===== config.mk =====
export PLATFORM = sky130hd
export DESIGN_NAME = rsb_bank
export DESIGN_NICKNAME = d
export VERILOG_FILES = /design/src/rtl/rsb_pkg.sv /design/src/rtl/rsb_pick.sv /design/src/rtl/rsb_operand.sv /design/src/rtl/rsb_entry.sv /design/src/rtl/rsb_bank.sv
export SDC_FILE = /design/constraint.sdc
export NUM_CORES = 1
export LEC_CHECK = 0
export BUFFER_PORTS_ARGS = -buffer_cell sky130_fd_sc_hd__buf_2
export CELL_PAD_IN_SITES_DETAIL_PLACEMENT = 2
export CELL_PAD_IN_SITES_GLOBAL_PLACEMENT = 2
export CORE_MARGIN = 2
export CORE_UTILIZATION = 40
export CTS_CLUSTER_DIAMETER = 40
export DETAILED_ROUTE_END_ITERATION = 10
export PLACE_DENSITY = 0.73
export SLEW_MARGIN = 20
export SYNTH_ARGS = -nofsm -noshare
export SYNTH_HDL_FRONTEND = slang
export SYNTH_SLANG_ARGS = --single-unit

===== constraint.sdc =====
create_clock -name clk -period 4.48 [get_ports clk]
set_input_delay 0.224 -clock clk [delete_from_list [all_inputs] [get_ports clk]]
set_output_delay 0.224 -clock clk [all_outputs]
set_load 0.01 [all_outputs]

===== src/rtl/rsb_pkg.sv =====
package rsb_pkg;
  localparam int RSB_ENTRIES = 4;
  localparam int RSB_DATA_W  = 32;
  localparam int RSB_TAG_W   = 4;
  localparam int RSB_OP_W    = 4;
  localparam int RSB_NSRC    = 2;
endpackage


===== src/rtl/rsb_pick.sv =====
// Lowest-index one-hot grant from a request vector.
module rsb_pick #(
  parameter int N = 4
) (
  input  logic [N-1:0] req,
  output logic [N-1:0] gnt,
  output logic         any
);
  always_comb begin
    logic seen;
    seen = 1'b0;
    gnt  = '0;
    for (int i = 0; i < N; i++) begin
      if (req[i] && !seen) gnt[i] = 1'b1;
      seen = seen | req[i];
    end
    any = seen;
  end
endmodule


===== src/rtl/rsb_operand.sv =====
// One source operand slot: value or pending tag, with result-bus snoop.
module rsb_operand #(
  parameter int DATA_W = 32,
  parameter int TAG_W  = 4
) (
  input  logic              clk,
  input  logic              rst,
  input  logic              clr,
  input  logic              live,
  input  logic              load,
  input  logic              in_rdy,
  input  logic [DATA_W-1:0] in_val,
  input  logic [TAG_W-1:0]  in_tag,
  input  logic              bc_valid,
  input  logic [TAG_W-1:0]  bc_tag,
  input  logic [DATA_W-1:0] bc_val,
  output logic [DATA_W-1:0] val,
  output logic              vld
);
  logic [TAG_W-1:0] tag_q;
  logic             iss_hit;
  logic             snoop_hit;

  // a broadcast in the issue cycle must not be missed
  assign iss_hit   = bc_valid && (bc_tag == in_tag);
  assign snoop_hit = live && !vld && bc_valid && (bc_tag == tag_q);

  always_ff @(posedge clk) begin
    if (rst || clr)     vld <= 1'b0;
    else if (load)      vld <= in_rdy || iss_hit;
    else if (snoop_hit) vld <= 1'b1;
  end

  // data path carries no reset
  always_ff @(posedge clk) begin
    if (load) begin
      tag_q <= in_tag;
      val   <= in_rdy ? in_val : bc_val;
    end else if (snoop_hit) begin
      val <= bc_val;
    end
  end
endmodule


===== src/rtl/rsb_entry.sv =====
// One station entry: control state plus two operand slots.
module rsb_entry
  import rsb_pkg::*;
#(
  parameter int DATA_W = 32,
  parameter int TAG_W  = 4,
  parameter int OP_W   = 4
) (
  input  logic              clk,
  input  logic              rst,
  input  logic              flush,
  input  logic              load,
  input  logic              grant,
  input  logic [OP_W-1:0]   iss_op,
  input  logic [TAG_W-1:0]  iss_dest,
  input  logic              iss_rdy [RSB_NSRC],
  input  logic [DATA_W-1:0] iss_val [RSB_NSRC],
  input  logic [TAG_W-1:0]  iss_tag [RSB_NSRC],
  input  logic              bc_valid,
  input  logic [TAG_W-1:0]  bc_tag,
  input  logic [DATA_W-1:0] bc_val,
  output logic              busy,
  output logic              infl,
  output logic              ready,
  output logic [OP_W-1:0]   op,
  output logic [TAG_W-1:0]  dest,
  output logic [DATA_W-1:0] src_val [RSB_NSRC]
);
  logic                free_now;
  logic                clr_src;
  logic [RSB_NSRC-1:0] src_vld;

  assign free_now = busy && infl && bc_valid && (bc_tag == dest);
  assign clr_src  = flush || free_now;

  for (genvar k = 0; k < RSB_NSRC; k++) begin : g_src
    rsb_operand #(.DATA_W(DATA_W), .TAG_W(TAG_W)) u_src (
      .clk     (clk),
      .rst     (rst),
      .clr     (clr_src),
      .live    (busy),
      .load    (load),
      .in_rdy  (iss_rdy[k]),
      .in_val  (iss_val[k]),
      .in_tag  (iss_tag[k]),
      .bc_valid(bc_valid),
      .bc_tag  (bc_tag),
      .bc_val  (bc_val),
      .val     (src_val[k]),
      .vld     (src_vld[k])
    );
  end

  always_ff @(posedge clk) begin
    if (rst || flush) begin
      busy <= 1'b0;
      infl <= 1'b0;
    end else if (load) begin
      busy <= 1'b1;
      infl <= 1'b0;
    end else if (free_now) begin
      busy <= 1'b0;
      infl <= 1'b0;
    end else if (grant) begin
      infl <= 1'b1;
    end
  end

  always_ff @(posedge clk) begin
    if (load) begin
      op   <= iss_op;
      dest <= iss_dest;
    end
  end

  assign ready = busy && !infl && (&src_vld);
endmodule


===== src/rtl/rsb_bank.sv =====
// Reservation station bank: issue, snoop, lowest-index dispatch.
module rsb_bank
  import rsb_pkg::*;
#(
  parameter int ENTRIES = RSB_ENTRIES,
  parameter int DATA_W  = RSB_DATA_W,
  parameter int TAG_W   = RSB_TAG_W,
  parameter int OP_W    = RSB_OP_W
) (
  input  logic              clk,
  input  logic              rst,
  input  logic              flush,
  input  logic              iss_valid,
  input  logic [OP_W-1:0]   iss_op,
  input  logic              iss_a_rdy,
  input  logic [DATA_W-1:0] iss_a_val,
  input  logic [TAG_W-1:0]  iss_a_tag,
  input  logic              iss_b_rdy,
  input  logic [DATA_W-1:0] iss_b_val,
  input  logic [TAG_W-1:0]  iss_b_tag,
  input  logic [TAG_W-1:0]  iss_dest,
  input  logic              rob_free,
  input  logic              bc_valid,
  input  logic [TAG_W-1:0]  bc_tag,
  input  logic [DATA_W-1:0] bc_val,
  output logic              iss_accept,
  output logic              has_room,
  output logic              disp_valid,
  output logic [OP_W-1:0]   disp_op,
  output logic [DATA_W-1:0] disp_a,
  output logic [DATA_W-1:0] disp_b,
  output logic [TAG_W-1:0]  disp_dest
);
  logic [ENTRIES-1:0] busy_q;
  logic [ENTRIES-1:0] infl_q;
  logic [ENTRIES-1:0] ready_v;
  logic [ENTRIES-1:0] alloc_gnt;
  logic [ENTRIES-1:0] disp_gnt;
  logic [ENTRIES-1:0] load_v;
  logic               disp_any;

  logic [OP_W-1:0]    op_e   [ENTRIES];
  logic [TAG_W-1:0]   dest_e [ENTRIES];
  logic [DATA_W-1:0]  src_e  [ENTRIES][RSB_NSRC];

  logic               in_rdy [RSB_NSRC];
  logic [DATA_W-1:0]  in_val [RSB_NSRC];
  logic [TAG_W-1:0]   in_tag [RSB_NSRC];

  assign in_rdy[0] = iss_a_rdy;
  assign in_rdy[1] = iss_b_rdy;
  assign in_val[0] = iss_a_val;
  assign in_val[1] = iss_b_val;
  assign in_tag[0] = iss_a_tag;
  assign in_tag[1] = iss_b_tag;

  // free-slot search; its "any" output is the room flag
  rsb_pick #(.N(ENTRIES)) u_alloc (
    .req(~busy_q),
    .gnt(alloc_gnt),
    .any(has_room)
  );

  assign iss_accept = iss_valid && rob_free && has_room && !flush;
  assign load_v     = alloc_gnt & {ENTRIES{iss_accept}};

  for (genvar i = 0; i < ENTRIES; i++) begin : g_ent
    rsb_entry #(.DATA_W(DATA_W), .TAG_W(TAG_W), .OP_W(OP_W)) u_ent (
      .clk     (clk),
      .rst     (rst),
      .flush   (flush),
      .load    (load_v[i]),
      .grant   (disp_gnt[i]),
      .iss_op  (iss_op),
      .iss_dest(iss_dest),
      .iss_rdy (in_rdy),
      .iss_val (in_val),
      .iss_tag (in_tag),
      .bc_valid(bc_valid),
      .bc_tag  (bc_tag),
      .bc_val  (bc_val),
      .busy    (busy_q[i]),
      .infl    (infl_q[i]),
      .ready   (ready_v[i]),
      .op      (op_e[i]),
      .dest    (dest_e[i]),
      .src_val (src_e[i])
    );
  end

  rsb_pick #(.N(ENTRIES)) u_disp (
    .req(ready_v),
    .gnt(disp_gnt),
    .any(disp_any)
  );

  // AND-OR selection of the granted entry
  logic [OP_W-1:0]   mux_op;
  logic [TAG_W-1:0]  mux_dest;
  logic [DATA_W-1:0] mux_a;
  logic [DATA_W-1:0] mux_b;

  always_comb begin
    mux_op   = '0;
    mux_dest = '0;
    mux_a    = '0;
    mux_b    = '0;
    for (int i = 0; i < ENTRIES; i++) begin
      if (disp_gnt[i]) begin
        mux_op   = mux_op   | op_e[i];
        mux_dest = mux_dest | dest_e[i];
        mux_a    = mux_a    | src_e[i][0];
        mux_b    = mux_b    | src_e[i][1];
      end
    end
  end

  always_ff @(posedge clk) begin
    if (rst || flush) disp_valid <= 1'b0;
    else              disp_valid <= disp_any;
  end

  always_ff @(posedge clk) begin
    if (disp_any) begin
      disp_op   <= mux_op;
      disp_dest <= mux_dest;
      disp_a    <= mux_a;
      disp_b    <= mux_b;
    end
  end
endmodule


==> reports/qor.yml <==
status: "finished clean"
worstPathRequired_ps: 4800
yosysTopAreaCellShare_pct: 65.2
ant_nets: 0
syn_area_um2: 18000
area_delta_synth_final_pct: 23.9
antenna_found_initial: 6
grt_setup_unrepaired: "false"
fp.dieW_um: 216
grt_pass1_vias: 13434
viasPerCell: 5.66
seq_area_frac_synth_pct: 67.1
dp_cells: 1922
detailedPlace.worstSlack_ps: 1600
worst_pin_slew_ps: 1190
r2r_slack_ps: 1560
hpwl_um: 34300
rows: 77
period_needed_ps: 2920
fin_crit_sh_pct: 65.2
synth-seq-cells: 409
grt-ovfl-total: 0
ctsRootBufferMaster: "clkbuf_16"
ir_worst_vdd_v: 0.000259
core-area_um2: 44400
layout.cells.non_filler: 2102
pwr_density_cell_nw_per_um2: 429
place_congestion: 0.782
cts_sinks: 409
synth_cells: 1191
rr_startpoint: "g_ent[1].u_ent.busy"
cts.clk_slew.worst_paths_ps: 50
synthTopCellsByArea: "edfxtp_1 65%, mux2_2 15%, a221oi_1 3.9%"
path_class: "reg -> reg"
rr_endpoint: "g_ent[3].u_ent.g_src[1].u_src.val[16]"
reg2reg_depth: 4
route.detailed.drc: 0
io_buffers: 198
cp_max_fo: 32
hold-path-endpoint: "g_ent[2].u_ent.g_src[0].u_src.val[3]"
wl_per_cell_um: 28.5
cts_made_buffers: 66
start_kind: "flip-flop"
fin_setup_tns_ps: 0
clk_latency_ps: 590
hold_depth: 2
hp-start: "iss_a_val[3]"
p_leak_nw: 7.98
syn_area_per_cell_um2: 15.2
synth_edf_count: 392
fin_ws_ps: 1560
num-nets-final: 1578
die_h_um: 216
synth.largest_area_cell: "edfxtp_1"
synth_fp_nets: 1315
fmax_ghz: 0.343
drt-total-wl_um: 60000
setup_viol: 0
grtUsageTotal_pct: 25.8
cts_tree: "done"
clk_path_buf_depth: 3
start_util_pct: 40.6
arrival_ps: 3230
drv_cap: 0
drt-initial-drc-count: 812
synthFlopType: "edfxtp_1"
ys_types: 35
ios: 199
h-tree-depth: 3
hold_path.class: "in -> reg"
nFillCells: 4148
grt_pass1_wl_um: 88800
drive_gt1_share_pct: 39.1
die_area_um2: 46800
yosysWarnings: 0
vias: 11894
final_max_slew_viol_count: 0
fin_skew_ps: 24.7
end_kind: "flip-flop"
relSlewSlack_pct: 20.8
async_flop_share_pct: 0
drt_pass1_iterations: 5
grt_max_degree: 75
hold_viol_final: 0
-- critical path, stage by stage, from the launching register on --
cell     delay (ps)
dfxtp_1         510
nand3_1         180
nor3_4          540
nand2_2         830
mux2_2          570
-- kinds of logic after synthesis --
| logic type | Yosys count | synth area share, % |
|---|---|---|
| flops | 409 | 67.1 |
| mux | 256 | 16.1 |
| simple gates | 205 | 5.19 |
| compound gates | 172 | 6.60 |
| buf+inv | 93 | 2.31 |
| xor+xnor | 56 | 2.72 |
-- worst max-delay path by stage --
stage / start / end / slack [ps] / cells past startpoint
floorplan: g_ent[0].u_ent.busy / disp_a[0] / 600 / 4
global placement: g_ent[2].u_ent.busy / g_ent[3].u_ent.g_src[1].u_src.val[0] / 1750 / 4
detailed placement: g_ent[2].u_ent.busy / g_ent[3].u_ent.g_src[1].u_src.val[7] / 1600 / 4
CTS: g_ent[1].u_ent.busy / g_ent[3].u_ent.g_src[1].u_src.val[16] / 1570 / 4
global route: g_ent[2].u_ent.busy / g_ent[3].u_ent.g_src[0].u_src.val[31] / 1470 / 4
finish: g_ent[1].u_ent.busy / g_ent[3].u_ent.g_src[1].u_src.val[16] / 1560 / 4
-- metrics by stage --
step / instance area [um2] / util, % / hold slack, ps / power [mW]
floorplan: 18000 / - / 323 / 4.47
global placement: 19600 / 44.2 / 452 / 4.63
detailed placement: 19600 / 44.2 / 458 / 4.65
finish: 22400 / 50.4 / 6.01 / 9.61
CTS: 22300 / 50.3 / 0.462 / 9.69
global route: 22400 / 50.4 / 10.2 / 9.86
-- registers in the layout (all words and copies together) (netlist names) --
register,cells
g_ent.u_ent.g_src.u_src.val,256
disp_a,32
disp_b,32
g_ent.u_ent.g_src.u_src.tag_q,32
g_ent.u_ent.dest,16
g_ent.u_ent.op,16
g_ent.u_ent.g_src.u_src.vld,8
disp_dest,4
disp_op,4
g_ent.u_ent.busy,4
g_ent.u_ent.infl,4
disp_valid,1
-- where the power goes --
| part | total (mW) | switching (mW) | internal [mW] |
|---|---|---|---|
| registers | 4.22 | 0.00986 | 4.21 |
| clock network | 4.98 | 1.88 | 3.10 |
| logic | 0.404 | 0.214 | 0.190 |
| total | 9.61 | 2.11 | 7.50 |
-- final cells by class --
| class | instances | area (um2) | area share, % |
|---|---|---|---|
| flip-flops and latches | 409 | 12100 | 54.1 |
| inverters | 20 | 76.3 | 0.341 |
| clock inverters | 39 | 397 | 1.77 |
| repair buffers | 268 | 1710 | 7.63 |
| diodes | 4 | 10.0 | 0.0448 |
| clock buffers | 81 | 1750 | 7.82 |
| well taps | 592 | 741 | 3.31 |
| multi-input cells | 689 | 5580 | 24.9 |
-- layout by cell type (no fill, tap or decap), drive strengths merged, types with 24 or more instances in the layout --
cell type / netlist / final
mux2: 256 / 256
buf: 42 / 212
xnor2: 39 / 39
clkinv: 0 / 24
dlygate4sd3: 0 / 56
nor2: 77 / 77
o21ai: 80 / 80
a221oi: 80 / 80
inv: 20 / 26
edfxtp: 392 / 392
nand2: 88 / 88
clkbuf: 31 / 81
-- per-layer routing --
layer	track usage [%]	vias up	part of all wire [%]
met3	4.11	89	4.7
met4	8.31	4	2.2
met5	0	-	0.040
met1	30.9	6269	41
met2	47.2	369	52
li1	-	5163	-
-- Yosys cell counts (18+ instances only) --
library cell	count
edfxtp_1	392
nand2_1	86
buf_2	18
buf_1	18
inv_1	18
nor2_1	76
xnor2_1	39
clkbuf_1	31
o21ai_0	63
mux2_2	243
a221oi_1	80
-- repair_timing --
action | 4_1_cts | 5_1_grt
hold endpoints to repair | 183 | 0
setup endpoints to repair | 0 | 0
gates resized for setup | 0 | 0
setup buffers | 0 | 0
hold buffers | 56 | 0
Note: power is estimated with default switching activity, not from simulation.
